**src/rtl/phy_scan_pkg.sv**
```systemverilog
package phy_scan_pkg;
  typedef enum logic [2:0] {
    ST_IDLE,
    ST_SETTLE,
    ST_ASK_LO,
    ST_GET_LO,
    ST_ASK_HI,
    ST_GET_HI
  } scan_state_t;

  localparam int unsigned ID_HI_REG = 2;
  localparam int unsigned ID_LO_REG = 3;
endpackage

```
**src/rtl/phy_scan_delay.sv**
```systemverilog
module phy_scan_delay #(
  parameter int WAIT_W = 20
) (
  input  logic              clk,
  input  logic              rst_n,
  input  logic              load,
  input  logic [WAIT_W-1:0] len,
  output logic              expired
);
  logic [WAIT_W-1:0] cnt_q;

  always_ff @(posedge clk or negedge rst_n) begin
    if (!rst_n)              cnt_q <= '0;
    else if (load)           cnt_q <= len;
    else if (cnt_q != '0)    cnt_q <= cnt_q - 1'b1;
  end

  assign expired = (cnt_q == '0);

  AST_DELAY_LOAD: assert property (@(posedge clk) disable iff (!rst_n)
    load |=> (cnt_q == $past(len)))
    else $error("delay load mismatch");
endmodule

```
**src/rtl/phy_scan_seq.sv**
```systemverilog
module phy_scan_seq
  import phy_scan_pkg::*;
#(
  parameter int ADDR_W     = 5,
  parameter int REG_W      = 5,
  parameter int DATA_W     = 16,
  parameter int MAX_PASSES = 11
) (
  input  logic                clk,
  input  logic                rst_n,
  input  logic                start,
  input  logic                expired,
  output logic                load,
  output logic                done,
  output logic                found,
  output logic [ADDR_W-1:0]   phy_addr,
  output logic [2*DATA_W-1:0] phy_id,
  output logic                req_valid,
  input  logic                req_ready,
  output logic [ADDR_W-1:0]   req_phy,
  output logic [REG_W-1:0]    req_reg,
  input  logic                rsp_valid,
  output logic                rsp_ready,
  input  logic [DATA_W-1:0]   rsp_data
);
  localparam int PASS_W = $clog2(MAX_PASSES + 1);
  localparam logic [ADDR_W-1:0] LAST_ADDR  = '1;
  localparam logic [DATA_W-1:0] ABSENT     = '1;
  localparam logic [PASS_W-1:0] LAST_PASS  = PASS_W'(MAX_PASSES - 1);
  localparam logic [REG_W-1:0]  REG_HI     = REG_W'(ID_HI_REG);
  localparam logic [REG_W-1:0]  REG_LO     = REG_W'(ID_LO_REG);

  scan_state_t         st_q;
  logic [ADDR_W-1:0]   addr_q;
  logic [PASS_W-1:0]   pass_q;
  logic [DATA_W-1:0]   lo_q;
  logic                done_q, found_q;
  logic [ADDR_W-1:0]   paddr_q;
  logic [2*DATA_W-1:0] id_q;

  logic lo_empty, sweep_end;
  assign lo_empty  = (st_q == ST_GET_LO) && rsp_valid && (rsp_data == ABSENT);
  assign sweep_end = lo_empty && (addr_q == LAST_ADDR);

  assign load = ((st_q == ST_IDLE) && start) || (sweep_end && (pass_q != LAST_PASS));

  always_ff @(posedge clk or negedge rst_n) begin
    if (!rst_n) begin
      st_q    <= ST_IDLE;
      addr_q  <= '0;
      pass_q  <= '0;
      lo_q    <= '0;
      done_q  <= 1'b0;
      found_q <= 1'b0;
      paddr_q <= '0;
      id_q    <= '0;
    end else begin
      done_q <= 1'b0;
      unique case (st_q)
        ST_IDLE: if (start) begin
          st_q   <= ST_SETTLE;
          addr_q <= '0;
          pass_q <= '0;
        end
        ST_SETTLE: if (expired) st_q <= ST_ASK_LO;
        ST_ASK_LO: if (req_ready) st_q <= ST_GET_LO;
        ST_GET_LO: if (rsp_valid) begin
          if (rsp_data != ABSENT) begin
            lo_q <= rsp_data;
            st_q <= ST_ASK_HI;
          end else if (addr_q != LAST_ADDR) begin
            addr_q <= addr_q + 1'b1;
            st_q   <= ST_ASK_LO;
          end else if (pass_q != LAST_PASS) begin
            addr_q <= '0;
            pass_q <= pass_q + 1'b1;
            st_q   <= ST_SETTLE;
          end else begin
            done_q  <= 1'b1;
            found_q <= 1'b0;
            paddr_q <= '1;
            id_q    <= '0;
            st_q    <= ST_IDLE;
          end
        end
        ST_ASK_HI: if (req_ready) st_q <= ST_GET_HI;
        ST_GET_HI: if (rsp_valid) begin
          done_q  <= 1'b1;
          found_q <= 1'b1;
          paddr_q <= addr_q;
          id_q    <= {rsp_data, lo_q};
          st_q    <= ST_IDLE;
        end
        default: st_q <= ST_IDLE;
      endcase
    end
  end

  assign req_valid = (st_q == ST_ASK_LO) || (st_q == ST_ASK_HI);
  assign req_reg   = (st_q == ST_ASK_HI) ? REG_HI : REG_LO;
  assign req_phy   = addr_q;
  assign rsp_ready = (st_q == ST_GET_LO) || (st_q == ST_GET_HI);
  assign done      = done_q;
  assign found     = found_q;
  assign phy_addr  = paddr_q;
  assign phy_id    = id_q;

  AST_REQ_HOLD: assert property (@(posedge clk) disable iff (!rst_n)
    (req_valid && !req_ready) |=> (req_valid && $stable(req_phy) && $stable(req_reg)))
    else $error("request dropped or changed while stalled");
  AST_NO_OVERLAP: assert property (@(posedge clk) disable iff (!rst_n)
    !(req_valid && rsp_ready))
    else $error("request and reply wait overlap");
  AST_DONE_PULSE: assert property (@(posedge clk) disable iff (!rst_n)
    done |=> !done)
    else $error("done longer than one cycle");
  AST_MISS_ADDR: assert property (@(posedge clk) disable iff (!rst_n)
    (done && !found) |-> ((phy_addr == LAST_ADDR) && (phy_id == '0)))
    else $error("failure report malformed");
  AST_PASS_LIMIT: assert property (@(posedge clk) disable iff (!rst_n)
    pass_q <= LAST_PASS)
    else $error("pass counter beyond limit");
  AST_HI_SAME_ADDR: assert property (@(posedge clk) disable iff (!rst_n)
    ((st_q == ST_GET_LO) && rsp_valid && (rsp_data != ABSENT)) |=> (req_valid && req_reg == REG_HI && $stable(req_phy)))
    else $error("upper id read not at same address");
endmodule

```
**src/rtl/phy_scan.sv**
```systemverilog
module phy_scan #(
  parameter int ADDR_W     = 5,
  parameter int REG_W      = 5,
  parameter int DATA_W     = 16,
  parameter int MAX_PASSES = 11,
  parameter int WAIT_W     = 20
) (
  input  logic                clk,
  input  logic                rst_n,
  input  logic                start,
  input  logic [WAIT_W-1:0]   pass_wait,
  output logic                done,
  output logic                found,
  output logic [ADDR_W-1:0]   phy_addr,
  output logic [2*DATA_W-1:0] phy_id,
  output logic                req_valid,
  input  logic                req_ready,
  output logic [ADDR_W-1:0]   req_phy,
  output logic [REG_W-1:0]    req_reg,
  input  logic                rsp_valid,
  output logic                rsp_ready,
  input  logic [DATA_W-1:0]   rsp_data
);
  logic tmr_load, tmr_expired;

  phy_scan_delay #(.WAIT_W(WAIT_W)) u_delay (
    .clk(clk), .rst_n(rst_n), .load(tmr_load), .len(pass_wait), .expired(tmr_expired)
  );

  phy_scan_seq #(
    .ADDR_W(ADDR_W), .REG_W(REG_W), .DATA_W(DATA_W), .MAX_PASSES(MAX_PASSES)
  ) u_seq (
    .clk(clk), .rst_n(rst_n), .start(start), .expired(tmr_expired), .load(tmr_load),
    .done(done), .found(found), .phy_addr(phy_addr), .phy_id(phy_id),
    .req_valid(req_valid), .req_ready(req_ready), .req_phy(req_phy), .req_reg(req_reg),
    .rsp_valid(rsp_valid), .rsp_ready(rsp_ready), .rsp_data(rsp_data)
  );

  AST_RESET_QUIET: assert property (@(posedge clk) disable iff (!rst_n)
    $rose(rst_n) |-> (!done && !req_valid))
    else $error("activity right after reset");
endmodule

```
**config.mk**
```make
export PLATFORM = sky130hd
export DESIGN_NAME = phy_scan
export DESIGN_NICKNAME = d
export VERILOG_FILES = /design/src/rtl/phy_scan_pkg.sv /design/src/rtl/phy_scan_delay.sv /design/src/rtl/phy_scan_seq.sv /design/src/rtl/phy_scan.sv
export SDC_FILE = /design/constraint.sdc
export NUM_CORES = 1
export LEC_CHECK = 0
export ABC_AREA = 1
export CAP_MARGIN = 15
export CORE_UTILIZATION = 55
export DETAILED_ROUTE_END_ITERATION = 16
export PLACE_DENSITY = 0.88
export SYNTH_ARGS = -nofsm -noshare
export SYNTH_HDL_FRONTEND = slang
export SYNTH_SLANG_ARGS = --single-unit
```
**constraint.sdc**
```tcl
create_clock -name clk -period 3.3 [get_ports clk]
set_clock_uncertainty 0.15 [all_clocks]
set_input_delay 0.66 -clock clk [delete_from_list [all_inputs] [get_ports clk]]
set_output_delay 0.66 -clock clk [all_outputs]
set_load 0.01 [all_outputs]
```
======== Word level (Yosys, flattened, before mapping) ========
Cells that the tools add are included.
storage, ports and cells
  logic and storage cells ................. 101
  output and inout port bits .............. 51
  ROM bits ................................ 0
  latch bits .............................. 0
  RAM bits ................................ 0
  register bits after elaboration ......... 87
  memories ................................ 0
  bits of input ports ..................... 41
cells by class
  shift operators ......................... 0
  mux-type cells .......................... 49
  multiply operators ...................... 0
  order comparisons ....................... 0
  equal/unequal tests ..................... 21
  $add $sub $neg .......................... 3
  div/mod/pow operators ................... 0
  bitwise logic cells ..................... 0
  reduce and logical (&&, ||, !) cells .... 19
operators by type and width
  cell                                                 count
  two-way mux 32 bit                                   5
  one-hot mux 32 bit (2 select lines)                  1
  two-way mux 5 bit                                    10
  two-way mux 20 bit                                   2
  two-way mux 3 bit                                    8
  logical NOT 20 bit                                   1
  two-way mux 4 bit                                    5
  != test 2 bit (second input constant)                10
  one-hot mux 5 bit (2 select lines)                   2
  nonzero test 20 bit                                  1
  subtractor 20 x 1 -> 20 bit (second input constant)  1
  one-hot mux 3 bit (6 select lines)                   1
  AND reduction 6 bit                                  3
  == test 16 bit (second input constant)               1
  != test 16 bit (second input constant)               1
  two-way mux 1 bit                                    12
  one-hot mux 4 bit (2 select lines)                   1
  == test 3 x 2 -> 1 bit (second input constant)       2
  == test 3 bit (second input constant)                2
  nonzero test 2 bit                                   3
  adder 5 x 1 -> 5 bit (second input constant)         1
  == test 5 bit (second input constant)                1
  logical AND 1 bit                                    5
  != test 5 bit (second input constant)                1
  9 further kinds                                      12

======== Depth between registers and ports, before layout ========
Gate-level depths: netlist of run 1.
  word-level depth ........................ 7
  mapped depth ............................ 12
  gate-level depth less buffers ........... 12

======== Cells and area by module ========
From an unflattened synthesis of run 1, not the netlist that was laid out.
second synthesis, totals
  cells, all modules ...................... 574
  area, all modules ....................... 4418.0 µm²
by module, submodules not included
  module          area each (µm²)  seq. area each (µm²)  instances  cells an instance
  phy_scan_seq    3027.9           1676.6                1          365
  phy_scan_delay  1390.1           500.5                 1          209

======== Worst setup path before layout of run 1 ========
Ideal clock, no wire load.
  path type ............................... reg-to-reg
  from .................................... reg u_seq.addr_q[0], in the netlist u_seq.req_phy[0]
  to ...................................... reg u_seq.id_q[20], in the netlist u_seq.phy_id[20]
  path slack .............................. 1.333 ns
  library setup time ...................... 0.130 ns
  clock period less this slack ............ 1.967 ns
  data required time ...................... 3.020 ns
  stages on the path, launching flop included .. 11
  path buffers ............................ 1
  data arrival time ....................... 1.687 ns
  cell sequence ........................... dfrtp_1 ha_1 nand2_1 nor2_1 ha_1 nand4_1 inv_1 nand4_4 clkbuf_1 nand3_1 o21ai_1
between the ends
  cells in the longest elaborated chain, start to end .. 3
ends and longest elaborated chain
  what                                  line                RTL
  start, declared                       phy_scan_seq.sv:34  logic [ADDR_W-1:0] addr_q;
  start signal, assigned                phy_scan_seq.sv:72  addr_q <= addr_q + 1'b1;
  != test 5 bit                         phy_scan_seq.sv:71  end else if (addr_q != LAST_ADDR) begin
  != test 2 bit (no source line)        -
  AND reduction 6 bit (no source line)  -
  end signal, assigned                  phy_scan_seq.sv:91  id_q <= {rsp_data, lo_q};
  end, declared                         phy_scan_seq.sv:39  logic [2*DATA_W-1:0] id_q;
Every way passes these cells.
A chain may end at the register's enable or synchronous reset.

======== Worst setup path after layout of run 1 ========
  from .................................... reg u_seq.st_q[1]
  to ...................................... out req_valid
between the ends
  cells in the longest elaborated chain, start to end .. 2
  elaborated cells on any way between the ends .. 3
  those cells by class .................... 2 x eq/ne; 1 x reduce/logical
ends and longest elaborated chain
  what                                                     line                RTL
  start, declared                                          phy_scan_seq.sv:33  scan_state_t st_q;
  start signal, assigned                                   phy_scan_seq.sv:49  st_q <= ST_IDLE;
  start signal, assigned                                   phy_scan_seq.sv:61  st_q <= ST_SETTLE;
  start signal, assigned                                   phy_scan_seq.sv:65  ST_SETTLE: if (expired) st_q <= ST_ASK_LO;
  == test 3 x 2 -> 1 bit or == test 3 bit (tied branches)  phy_scan_seq.sv:99  assign req_valid = (st_q == ST_ASK_LO) || (st_q == ST_ASK_HI);
  logical OR 1 bit *                                       phy_scan_seq.sv:99
  end, declared                                            phy_scan.sv:16      output logic req_valid,
Every way passes the cells marked *; elsewhere a longest branch is shown, timed or not.

==> reports/results.tsv, run 1 <==
stage	metric	value	unit
floorplanning	start_util	57.5	%
grt	grt_pass1_vias	3689	
clocking	post_cts_buffers	0	
sta	finalSetupTns	0	ns
synthesis	ys_seq_area_share	48.2	%
flow_run	maxCapViolations	0	
floorplanning	ios	92	
drt	wl_per_cell	13.8	microns
clocking	ctsHoldBuffers	0	
setup_path	worstPathCellList	nor2_1 > nand2_1 > nand2_1 > clkdlybuf4s50_1	
clocking	clock_path_buffers	2	
drt	vias	3879	
pwr	worst_ir_drop_vdd	0.563	mV
sta	rsz0062_at_grt	false	
drt	drt_iter0_drc	185	
synthesis	ys_warn_count	0	
sta	fmax	370	MHz
floorplanning	die_w	92.6	microns
floorplanning	fp.dieArea	8570	sq um
grt	grt.overflow.total	0	
synthesis	synth_cell_type_count	34	
placed_design	dp_cells	726	
setup_path	path_class	register to output port	
floorplanning	core	7850	sq um
placed_design	gp_congestion	0.890	
sta	finalHoldViolCount	0	
clocking	h-tree-depth	3	
clocking	ctsResizeCount	0	
synthesis	netlist_instances	555	
run_status	outcome	completed	
floorplanning	rows	32	
clocking	cts_root_buffer	clkbuf_8	
setup_path	slowest_delay	0.54	ns
pwr	p_leak	2.69	nW
clocking	clkTransAtPathRegs	0.10	ns
cells_and_area	area_growth	23.1	%
hold_path	hp-class	input pin to asynchronous set/reset pin	
setup_path	cp-start-kind	register	
grt	grtUsageTotal	25.5	%
setup_path	crit_required	2.49	ns
sta	setup_viol	0	
pwr	switching_power	1.91	mW
sta	finalCritPeriodShare	81.8	%
drt	drt_pass1_iterations	5	
sta	min_period	2.70	ns
synthesis	avgSynthCellArea	8.13	sq um
cells_and_area	n_antenna_cell	0	
pwr	powerDensity	844	nW/um^2
placed_design	dp_hpwl	7410	microns
cells_and_area	fin_nets	683	
synthesis	ys_ff_latch	87	
placed_design	io_buffers	87	
sta	slew_viol_final	0	
grt	antenna_found_initial	0	
clocking	cts_sinks	87	
clocking	clk_latency	0.36	ns
setup_path	cp_max_fo	7	
floorplanning	die_h	92.6	microns
drt	drt-total-wl	10200	microns
pwr	swShare	40.7	%
clocking	cts_inserted_buffers	9	
synthesis	syn_area	4510	sq um
cells_and_area	finalNonFillerCells	743	
sta	slew_headroom	61.8	%
pwr	intPower	2.78	mW
pwr	p_clk_share	14.8	%
cells_and_area	drive_gt1_share	9.05	%
grt	grt_start_max_net_pins	88	
clocking	cts_tree	done	
pwr	p_seq_share	39.5	%
setup_path	end_kind	output port	
setup_path	cpMostUsedCell	nand2_1	
drt	drc	0	
pwr	p_comb_share	45.7	%
setup_path	cpMaxStageDelayCell	clkdlybuf4s50_1	
grt	grt_pass1_wl	17000	microns
cells_and_area	nFillCells	630	
drt	detail-route-antenna-nets	0	
drt	routed_via_density	5.22	
setup_path	timing.critical_path.arrival	1.89	ns
sta	worst-slew-pin-transition	0.573	ns
## cells in the mapped netlist
cell	instances	area, sq um
nand3b_1	2	15.0
or2_2	1	6.26
buf_1	1	3.75
nand3_1	59	295
o31ai_1	1	7.51
dfrtp_1	87	2180
buf_4	6	45.0
a21oi_1	6	30.0
a21o_1	1	7.51
o22ai_1	1	6.26
nand4_1	5	31.3
nand4_4	1	21.3
nand2_2	3	18.8
nand2_1	164	616
buf_6	11	124
xnor2_1	6	52.6
nor3_1	2	10.0
nand3_2	4	40.0
nand2_4	1	11.3
or2_1	1	6.26
buf_2	3	15.0
ha_1	6	75.1
inv_2	3	11.3
o21ai_0	18	90.1
nor2_2	3	18.8
clkbuf_1	2	7.51
nor2_1	64	240
a21oi_2	2	17.5
xor2_1	10	87.6
o21ai_2	17	149
inv_1	43	161
conb_1	2	7.51
nor2_4	2	22.5
o21ai_1	17	85.1
## kinds of logic after synthesis
logic type	after synthesis	synth area share [%]
flops	87	48.2
buf+inv	69	8.15
xor+xnor	16	3.10
fa+ha+maj	6	1.66
simple gates	312	30.0
other cells	2	0.166
compound gates	63	8.71
## critical path, delay by kind of cell (launching register included)
| kind | cells | cell delay (ns) |
|---|---|---|
| AND/OR/NAND/NOR | 3 | 0.52 |
| buffers and inverters | 1 | 0.54 |
| flip-flops | 1 | 0.48 |
## power groups by stage
stage,clock [mW],sequential [mW],combinational [mW]
4_1_cts,0.702,1.85,2.15
3_5_place_dp,0,1.87,2.13
3_3_place_gp,0,1.85,2.05
6_report,0.694,1.85,2.14
2_1_floorplan,0,1.91,1.28
5_1_grt,0.755,1.91,2.40
## flip-flops by register name, summed over array words and instances (netlist names)
signal and count:
u_delay.cnt_q 20, u_seq.done 1, u_seq.found 1, u_seq.lo_q 16, u_seq.pass_q 4, u_seq.phy_addr 5, u_seq.phy_id 32, u_seq.req_phy 5
u_seq.st_q 3
## layout by cell type, fill, tap and decap left out, types with 3 or more instances in the layout
cell and n:
buf_4 3, inv_2 3, nand3_2 4, nand2_1 164, o21ai_1 17, dfrtp_1 87, clkbuf_8 10, conb_1 4
nor2_2 3, ha_1 6, clkdlybuf4s50_1 86, a21oi_1 6, nand3_1 59, o21ai_0 18, o21ai_2 17, nand4_1 5
nand2_2 3, inv_1 43, nor2_1 64, xnor2_1 6, xor2_1 10
## final timing paths
| check | from | slack (ns) | cells after the start | end |
|---|---|---|---|---|
| min | rst_n | 0.13 | 1 | u_seq.phy_id[21] |
| min in group clk | u_seq.lo_q[13] | 0.33 | 2 | u_seq.phy_id[13] |
| max in group asynchronous | rst_n | 2.23 | 2 | u_seq.phy_id[9] |
| max reg2reg | u_seq.req_phy[0] | 0.84 | 10 | u_seq.phy_addr[3] |
| max | u_seq.st_q[1] | 0.60 | 4 | req_valid |
| min reg2reg | u_seq.lo_q[13] | 0.33 | 2 | u_seq.phy_id[13] |
## per-layer routing
metal  share of wire (%)  vias to the layer above  track usage (%)
met5                   0                        -                0
met4                 1.2                        0             7.42
met3                 4.7                        9             3.69
met2                  50                      116             42.0
met1                  45                     1838             35.1
li1                    -                     1916                -
## metrics by stage
stage	setup slack [ns]	utilization [%]	power (mW)	hold slack [ns]	cell area (sq um)
after global routing	0.481	70.8	5.06	0.166	5560
after floorplan	1.33	-	3.19	0.214	4520
after global placement	0.518	68.3	3.90	0.306	5360
after CTS	0.604	70.6	4.70	0.334	5540
after detailed placement	0.401	68.3	4.00	0.311	5360
final	0.599	70.8	4.69	0.131	5560
## cell type report
type                       instances  area (sq um)  share of cell area (%)
sequential                        87          2180                    39.2
multi-input combinational        401          1980                    35.5
timing repair buffer              91           923                    16.6
inverter                          46           173                    3.11
clock buffer                      10           138                    2.48
tap                              102           128                    2.30
clock inverter                     6          43.8                   0.788
Power figures use the tool's default switching activity.
==> run 2, diff against run 1 <==
CORE_UTILIZATION = 52   (was 55)
PLACE_DENSITY = 0.84   (was 0.88)
clock period = 2.5 ns   (was 3.3 ns; I/O delays follow)
==> run 2 against run 1 <==
  * Critical path depth unchanged
  * Global-route usage fell by 1.3 points
  * Final cell count up 1.3%
  * Register-to-register slack worse by 0.58 ns
  * Routed wire length up 1.0%
==> reports/results.tsv, run 2 (synthesized netlist as in run 1, its figures left out) <==
stage	metric	value	unit	change
sta	min_period	2.44	ns	
flow_run	maxCapViolations	0		unchanged
placed_design	io_buffers	87		unchanged
clocking	cts_sinks	87		unchanged
setup_path	timing.critical_path.arrival	1.79	ns	was 1.89 ns
clocking	h-tree-depth	3		unchanged
clocking	cts_tree	done		unchanged
sta	rsz0062_at_grt	false		unchanged
grt	grt.overflow.total	0		unchanged
sta	fin_ws	0.0643	ns	was 0.599 ns
pwr	powerDensity	1100	nW/um^2	was 844 nW/um^2
cells_and_area	fin_nets	690		was 683
setup_path	cp_max_fo	7		unchanged
pwr	p_leak	2.74	nW	was 2.69 nW
cells_and_area	utilization	68.1	%	was 70.8%
pwr	worst_ir_drop_vdd	0.634	mV	was 0.563 mV
hold_path	hp-class	register to register		was input pin to asynchronous set/reset pin
placed_design	dp_hpwl	7670	microns	was 7410 microns
sta	finalSetupTns	0	ns	unchanged
cells_and_area	layout_common_cells	nand2_1 (164), clkdlybuf4s50_1 (86), dfrtp_1 (84)		was nand2_1 (164), dfrtp_1 (87), clkdlybuf4s50_1 (86)
floorplanning	start_util	54.4	%	was 57.5%
cells_and_area	nFillCells	689		was 630
cells_and_area	drive_gt1_share	10.5	%	was 9.05%
floorplanning	die_w	95.2	microns	was 92.6 microns
grt	grtUsageTotal	24.2	%	was 25.5%
cells_and_area	area_growth	25.3	%	was 23.1%
cells_and_area	final_common_cell	nand2_1		unchanged
setup_path	end_kind	output port		unchanged
sta	setup_viol	0		unchanged
setup_path	crit_required	1.85	ns	was 2.49 ns
cells_and_area	n_antenna_cell	0		unchanged
grt	grt_pass1_vias	3683		was 3,689
grt	grt_pass1_wl	16800	microns	was 17,000 microns
floorplanning	core	8300	sq um	was 7850 sq um
floorplanning	rows	33		was 32
run_status	outcome	completed		unchanged
floorplanning	ios	92		unchanged
setup_path	cp-start-kind	register		unchanged
clocking	clk_latency	0.36	ns	about the same
drt	routed_via_density	5.24		was 5.22
drt	drt_pass1_iterations	4		was 5
drt	drt_iter0_drc	200		was 185
clocking	clkTransAtPathRegs	0.09	ns	was 0.10 ns
clocking	cts_inserted_buffers	9		unchanged
grt	antenna_found_initial	0		unchanged
sta	finalCritPeriodShare	97.4	%	
drt	wl_per_cell	13.7	microns	was 13.8 microns
sta	hold-worst-slack	0.328	ns	was 0.131 ns
sta	finalHoldViolCount	0		unchanged
sta	fmax	411	MHz	
floorplanning	fp.dieArea	9060	sq um	was 8570 sq um
sta	slew_viol_final	0		unchanged
floorplanning	die_h	95.2	microns	was 92.6 microns
grt	grt_start_max_net_pins	55		was 88
placed_design	place_ws	0.0131	ns	was 0.401 ns
placed_design	gp_congestion	0.920		was 0.890
drt	vias	3944		was 3,879
clocking	clock_path_buffers	2		unchanged
drt	drt-total-wl	10300	microns	was 10,200 microns
clocking	cts_root_buffer	clkbuf_8		unchanged
drt	drc	0		unchanged
drt	detail-route-antenna-nets	0		unchanged
cells_and_area	largest_reg_flops	32		unchanged
setup_path	path_class	register to output port		unchanged
clocking	post_cts_buffers	0		unchanged
==> run 2: stage by stage <==
step	cells	instance area (sq um)	power [mW]
final	753	5650	6.24
after floorplan	557	4520	4.21
after detailed placement	736	5450	5.34
after CTS	753	5640	6.27
after global routing	753	5650	6.75
after global placement	736	5450	5.21
==> run 2: metal layers <==
metal	track usage [%]	routed length, microns	vias to the layer above
met4	10.2	222	0
li1	-	-	1941
met1	32.7	4570	1876
met5	0	0	-
met3	3.59	522	19
met2	38.6	5020	108
==> run 2: path summary, 6_finish.rpt <==
check | to | from | depth (start not counted) | slack, ns
min reg2reg | u_seq.phy_id[13] | u_seq.lo_q[13] | 2 | 0.33
max in group asynchronous | u_seq.phy_id[27] | rst_n | 3 | 1.09
min | u_seq.phy_id[13] | u_seq.lo_q[13] | 2 | 0.33
min in group asynchronous | u_seq.phy_addr[2] | rst_n | 2 | 0.47
max | rsp_ready | u_seq.st_q[1] | 4 | 0.06
max reg2reg | u_seq.pass_q[1] | u_seq.req_phy[0] | 10 | 0.26
==> run 2: timing repair <==
action,in CTS,in global routing
setup endpoints to repair,1,2
endpoints found under the hold margin,33,0
hold buffers,1,0
gates resized for setup,1,4
==> run 2: final cells by class <==
class / count / area (sq um) / share of cell area (%)
clock buffers: 10 / 138 / 2.43
flip-flops and latches: 87 / 2180 / 38.6
multi-input cells: 401 / 1980 / 35.1
clock inverters: 6 / 43.8 / 0.775
repair buffers: 98 / 1000 / 17.8
well taps: 105 / 131 / 2.32
inverters: 46 / 173 / 3.05
==> run 2: critical path, cell delays in order, from the launching register on <==
cell	delay, ns
dfrtp_2	0.48
nor2_2	0.14
nand2_1	0.13
nand2_1	0.13
clkdlybuf4s50_1	0.54
==> run 2: power breakdown <==
| group | internal [mW] | total, mW | switching, mW |
|---|---|---|---|
| Clock | 0.392 | 0.910 | 0.518 |
| Sequential | 2.01 | 2.46 | 0.448 |
| Combinational | 1.31 | 2.87 | 1.56 |
==> run 3, diff against run 2 <==
GPL_ROUTABILITY_DRIVEN = 0   (was not set)
==> run 3 against run 2 <==
  * Total power is 0.48% lower
  * Global-route usage is 0.058 points higher
  * Utilization is 0.20 points lower
  * Clock power is 1% lower
  * Final cell count is 0.13% lower
  * Via count hardly changed
  * Sequential share of layout area is 0.089 points higher
  * Routed wire length is 2.4% lower
  * First-iteration DRC count is 48% higher
  * Worst hold slack worse by 0.0037 ns
  * Sequential power hardly changed
  * Critical path type unchanged
  * Highest routed layer unchanged
==> reports/results.tsv, run 3 (synthesized netlist as in run 1, its figures left out) <==
stage	metric	value	unit	change
run_status	outcome	completed		unchanged
floorplanning	die_h	95.2	microns	unchanged
placed_design	dpl_cell_area	5440	sq um	was 5450 sq um
drt	dr.max_layer_used	met4		unchanged
sta	worst-slew-pin-transition	0.524	ns	
sta	fmax	407	MHz	was 411 MHz
setup_path	cpMostUsedCell	nand2_1		unchanged
clocking	cts_inserted_buffers	9		unchanged
drt	drt-met1-wl	4530	microns	was 4570 microns
floorplanning	rows	33		unchanged
sta	slew_headroom	64.9	%	
setup_path	slowest_delay	0.54	ns	about the same
drt	vias	3946		was 3,944
sta	finalSetupTns	0	ns	unchanged
clocking	clkTransAtPathRegs	0.09	ns	about the same
setup_path	r2r_end	u_seq.pass_q[0]		was u_seq.pass_q[1]
pwr	worst_ir_drop_vdd	0.585	mV	was 0.634 mV
pwr	p_clk_share	14.5	%	was 14.6%
clocking	cts_sinks	87		unchanged
drt	wl_met3	468	microns	was 522 microns
setup_path	worst_setup_path_startpoint	u_seq.st_q[0]		was u_seq.st_q[1]
sta	slew_viol_final	0		unchanged
floorplanning	fp.dieArea	9060	sq um	unchanged
drt	drt-total-wl	10100	microns	was 10,300 microns
clocking	clock_path_buffers	2		unchanged
setup_path	path_class	register to output port		unchanged
sta	rsz0062_at_grt	false		unchanged
drt	wl_met2	4880	microns	was 5020 microns
cells_and_area	largest_reg_flops	32		unchanged
sta	setup_viol	0		unchanged
cells_and_area	drive_gt1_share	9.89	%	was 10.5%
cells_and_area	layout_common_cells	nand2_1 (164), clkdlybuf4s50_1 (86), dfrtp_1 (85)		was nand2_1 (164), clkdlybuf4s50_1 (86), dfrtp_1 (84)
clocking	h-tree-depth	3		unchanged
floorplanning	die_w	95.2	microns	unchanged
setup_path	r2r_setup_slack	0.28	ns	was 0.26 ns
floorplanning	core	8300	sq um	unchanged
floorplanning	start_util	54.4	%	unchanged
sta	min_period	2.46	ns	was 2.44 ns
clocking	cts_root_buffer	clkbuf_8		unchanged
cells_and_area	fin_nets	689		was 690
grt	grt_start_max_net_pins	62		was 55
placed_design	dp_hpwl	7290	microns	was 7670 microns
cells_and_area	fin_area	5640	sq um	was 5650 sq um
cells_and_area	area_growth	24.9	%	was 25.3%
setup_path	cp_top_family	buffers and inverters		unchanged
setup_path	critPathBufInv	2		was 1
pwr	switching_power	2.52	mW	about the same
setup_path	end_kind	output port		unchanged
setup_path	ff2ff_path_depth	10		unchanged
pwr	p_seq_share	39.6	%	was 39.4%
drt	drc	0		unchanged
grt	grt.overflow.total	0		unchanged
cells_and_area	final_common_cell	nand2_1		unchanged
setup_path	cp-start-kind	register		unchanged
setup_path	cpMaxStageDelayCell	clkdlybuf4s50_1		unchanged
pwr	p_comb_share	45.9	%	was 46.0%
cells_and_area	n_antenna_cell	0		unchanged
grt	grt_pass1_vias	3643		was 3,683
sta	finalHoldViolCount	0		unchanged
pwr	finalPower	6.21	mW	was 6.24 mW
setup_path	timing.rr.start	u_seq.req_phy[0]		unchanged
setup_path	cp_max_fo	7		unchanged
pwr	swShare	40.6	%	was 40.4%
setup_path	worstPathCellList	inv_2 > nor2_2 > nand2_1 > nand2_1 > clkdlybuf4s50_1		was nor2_2 > nand2_1 > nand2_1 > clkdlybuf4s50_1
setup_path	crit_required	1.85	ns	about the same
grt	antenna_found_initial	0		unchanged
drt	detail-route-antenna-nets	0		unchanged
sta	finalCritPeriodShare	98.3	%	was 97.4%
clocking	cts_tree	done		unchanged
floorplanning	ios	92		unchanged
grt	grt_pass1_wl	16700	microns	was 16,800 microns
pwr	powerDensity	1100	nW/um^2	about the same
pwr	p_leak	2.72	nW	was 2.74 nW
cells_and_area	nFillCells	647		was 689
hold_path	hp-class	register to register		unchanged
setup_path	worst-path-stages	5		was 4
drt	drt_pass1_iterations	5		was 4
setup_path	timing.critical_path.arrival	1.81	ns	was 1.79 ns
drt	wl_per_cell	13.4	microns	was 13.7 microns
clocking	clk_latency	0.36	ns	about the same
flow_run	maxCapViolations	0		unchanged
drt	routed_via_density	5.25		was 5.24
placed_design	io_buffers	87		unchanged
pwr	intPower	3.69	mW	was 3.72 mW
setup_path	critPathCapture	rsp_ready		unchanged
grt	grtUsageTotal	24.2	%	about the same
drt	drt_iter0_drc	296		was 200
==> run 3: worst register-to-register path: cells and delay by family, from the launching register on <==
family | cells | cell delay [ns]
AND/OR/NAND/NOR | 7 | 0.92
flip-flops | 1 | 0.46
adder cells (fa/ha/maj) | 2 | 0.47
AO/OA/AOI/OAI | 1 | 0.14
==> run 3: metal layers <==
layer | vias to the layer above | track usage [%]
met5 | - | 0
met4 | 0 | 11.4
met3 | 17 | 3.75
met2 | 117 | 38.2
met1 | 1875 | 32.8
li1 | 1937 | -
==> run 3: stage by stage <==
step | util (%) | worst slack [ns] | hold WS [ns] | instances
2_1_floorplan | - | 0.533 | 0.0544 | 557
3_3_place_gp | 65.5 | 0.0778 | 0.292 | 734
3_5_place_dp | 65.5 | 0.0195 | 0.301 | 734
4_1_cts | 67.8 | 0.0277 | 0.327 | 751
5_1_grt | 67.9 | 0.00412 | 0.354 | 752
6_report | 67.9 | 0.0435 | 0.324 | 752
==> run 3: timing repair <==
item,CTS,global route
hold buffers,1,0
hold endpoints to repair,26,0
setup endpoints to repair,1,1
resized for setup,3,1
setup buffers,0,1
==> run 3: how the worst min path moves through the flow <==
stage / start / end / slack, ns / cells past startpoint
global route: u_seq.lo_q[8] / u_seq.phy_id[8] / 0.35 / 2
finish: u_seq.lo_q[8] / u_seq.phy_id[8] / 0.32 / 2
detailed placement: rst_n / u_seq.req_phy[4] / 0.30 / 1
floorplan: rst_n / u_delay.cnt_q[0] / 0.05 / 0
CTS: u_seq.lo_q[8] / u_seq.phy_id[8] / 0.33 / 2
global placement: rst_n / u_seq.req_phy[4] / 0.29 / 1
==> run 3: cell type report <==
type	instances	area, sq um	share of cell area (%)
clock buffers	11	131	2.33
inverters	46	173	3.06
repair buffers	97	996	17.7
well taps	105	131	2.33
flip-flops and latches	87	2180	38.7
multi-input cells	401	1980	35.2
clock inverters	5	42.5	0.755
==> run 3: power groups by stage <==
stage	clock [mW]	combinational [mW]	sequential (mW)
after floorplan	0	1.69	2.52
after global placement	0	2.73	2.44
after detailed placement	0	2.83	2.46
after CTS	0.920	2.85	2.45
after global routing	0.970	3.18	2.54
final	0.898	2.85	2.46
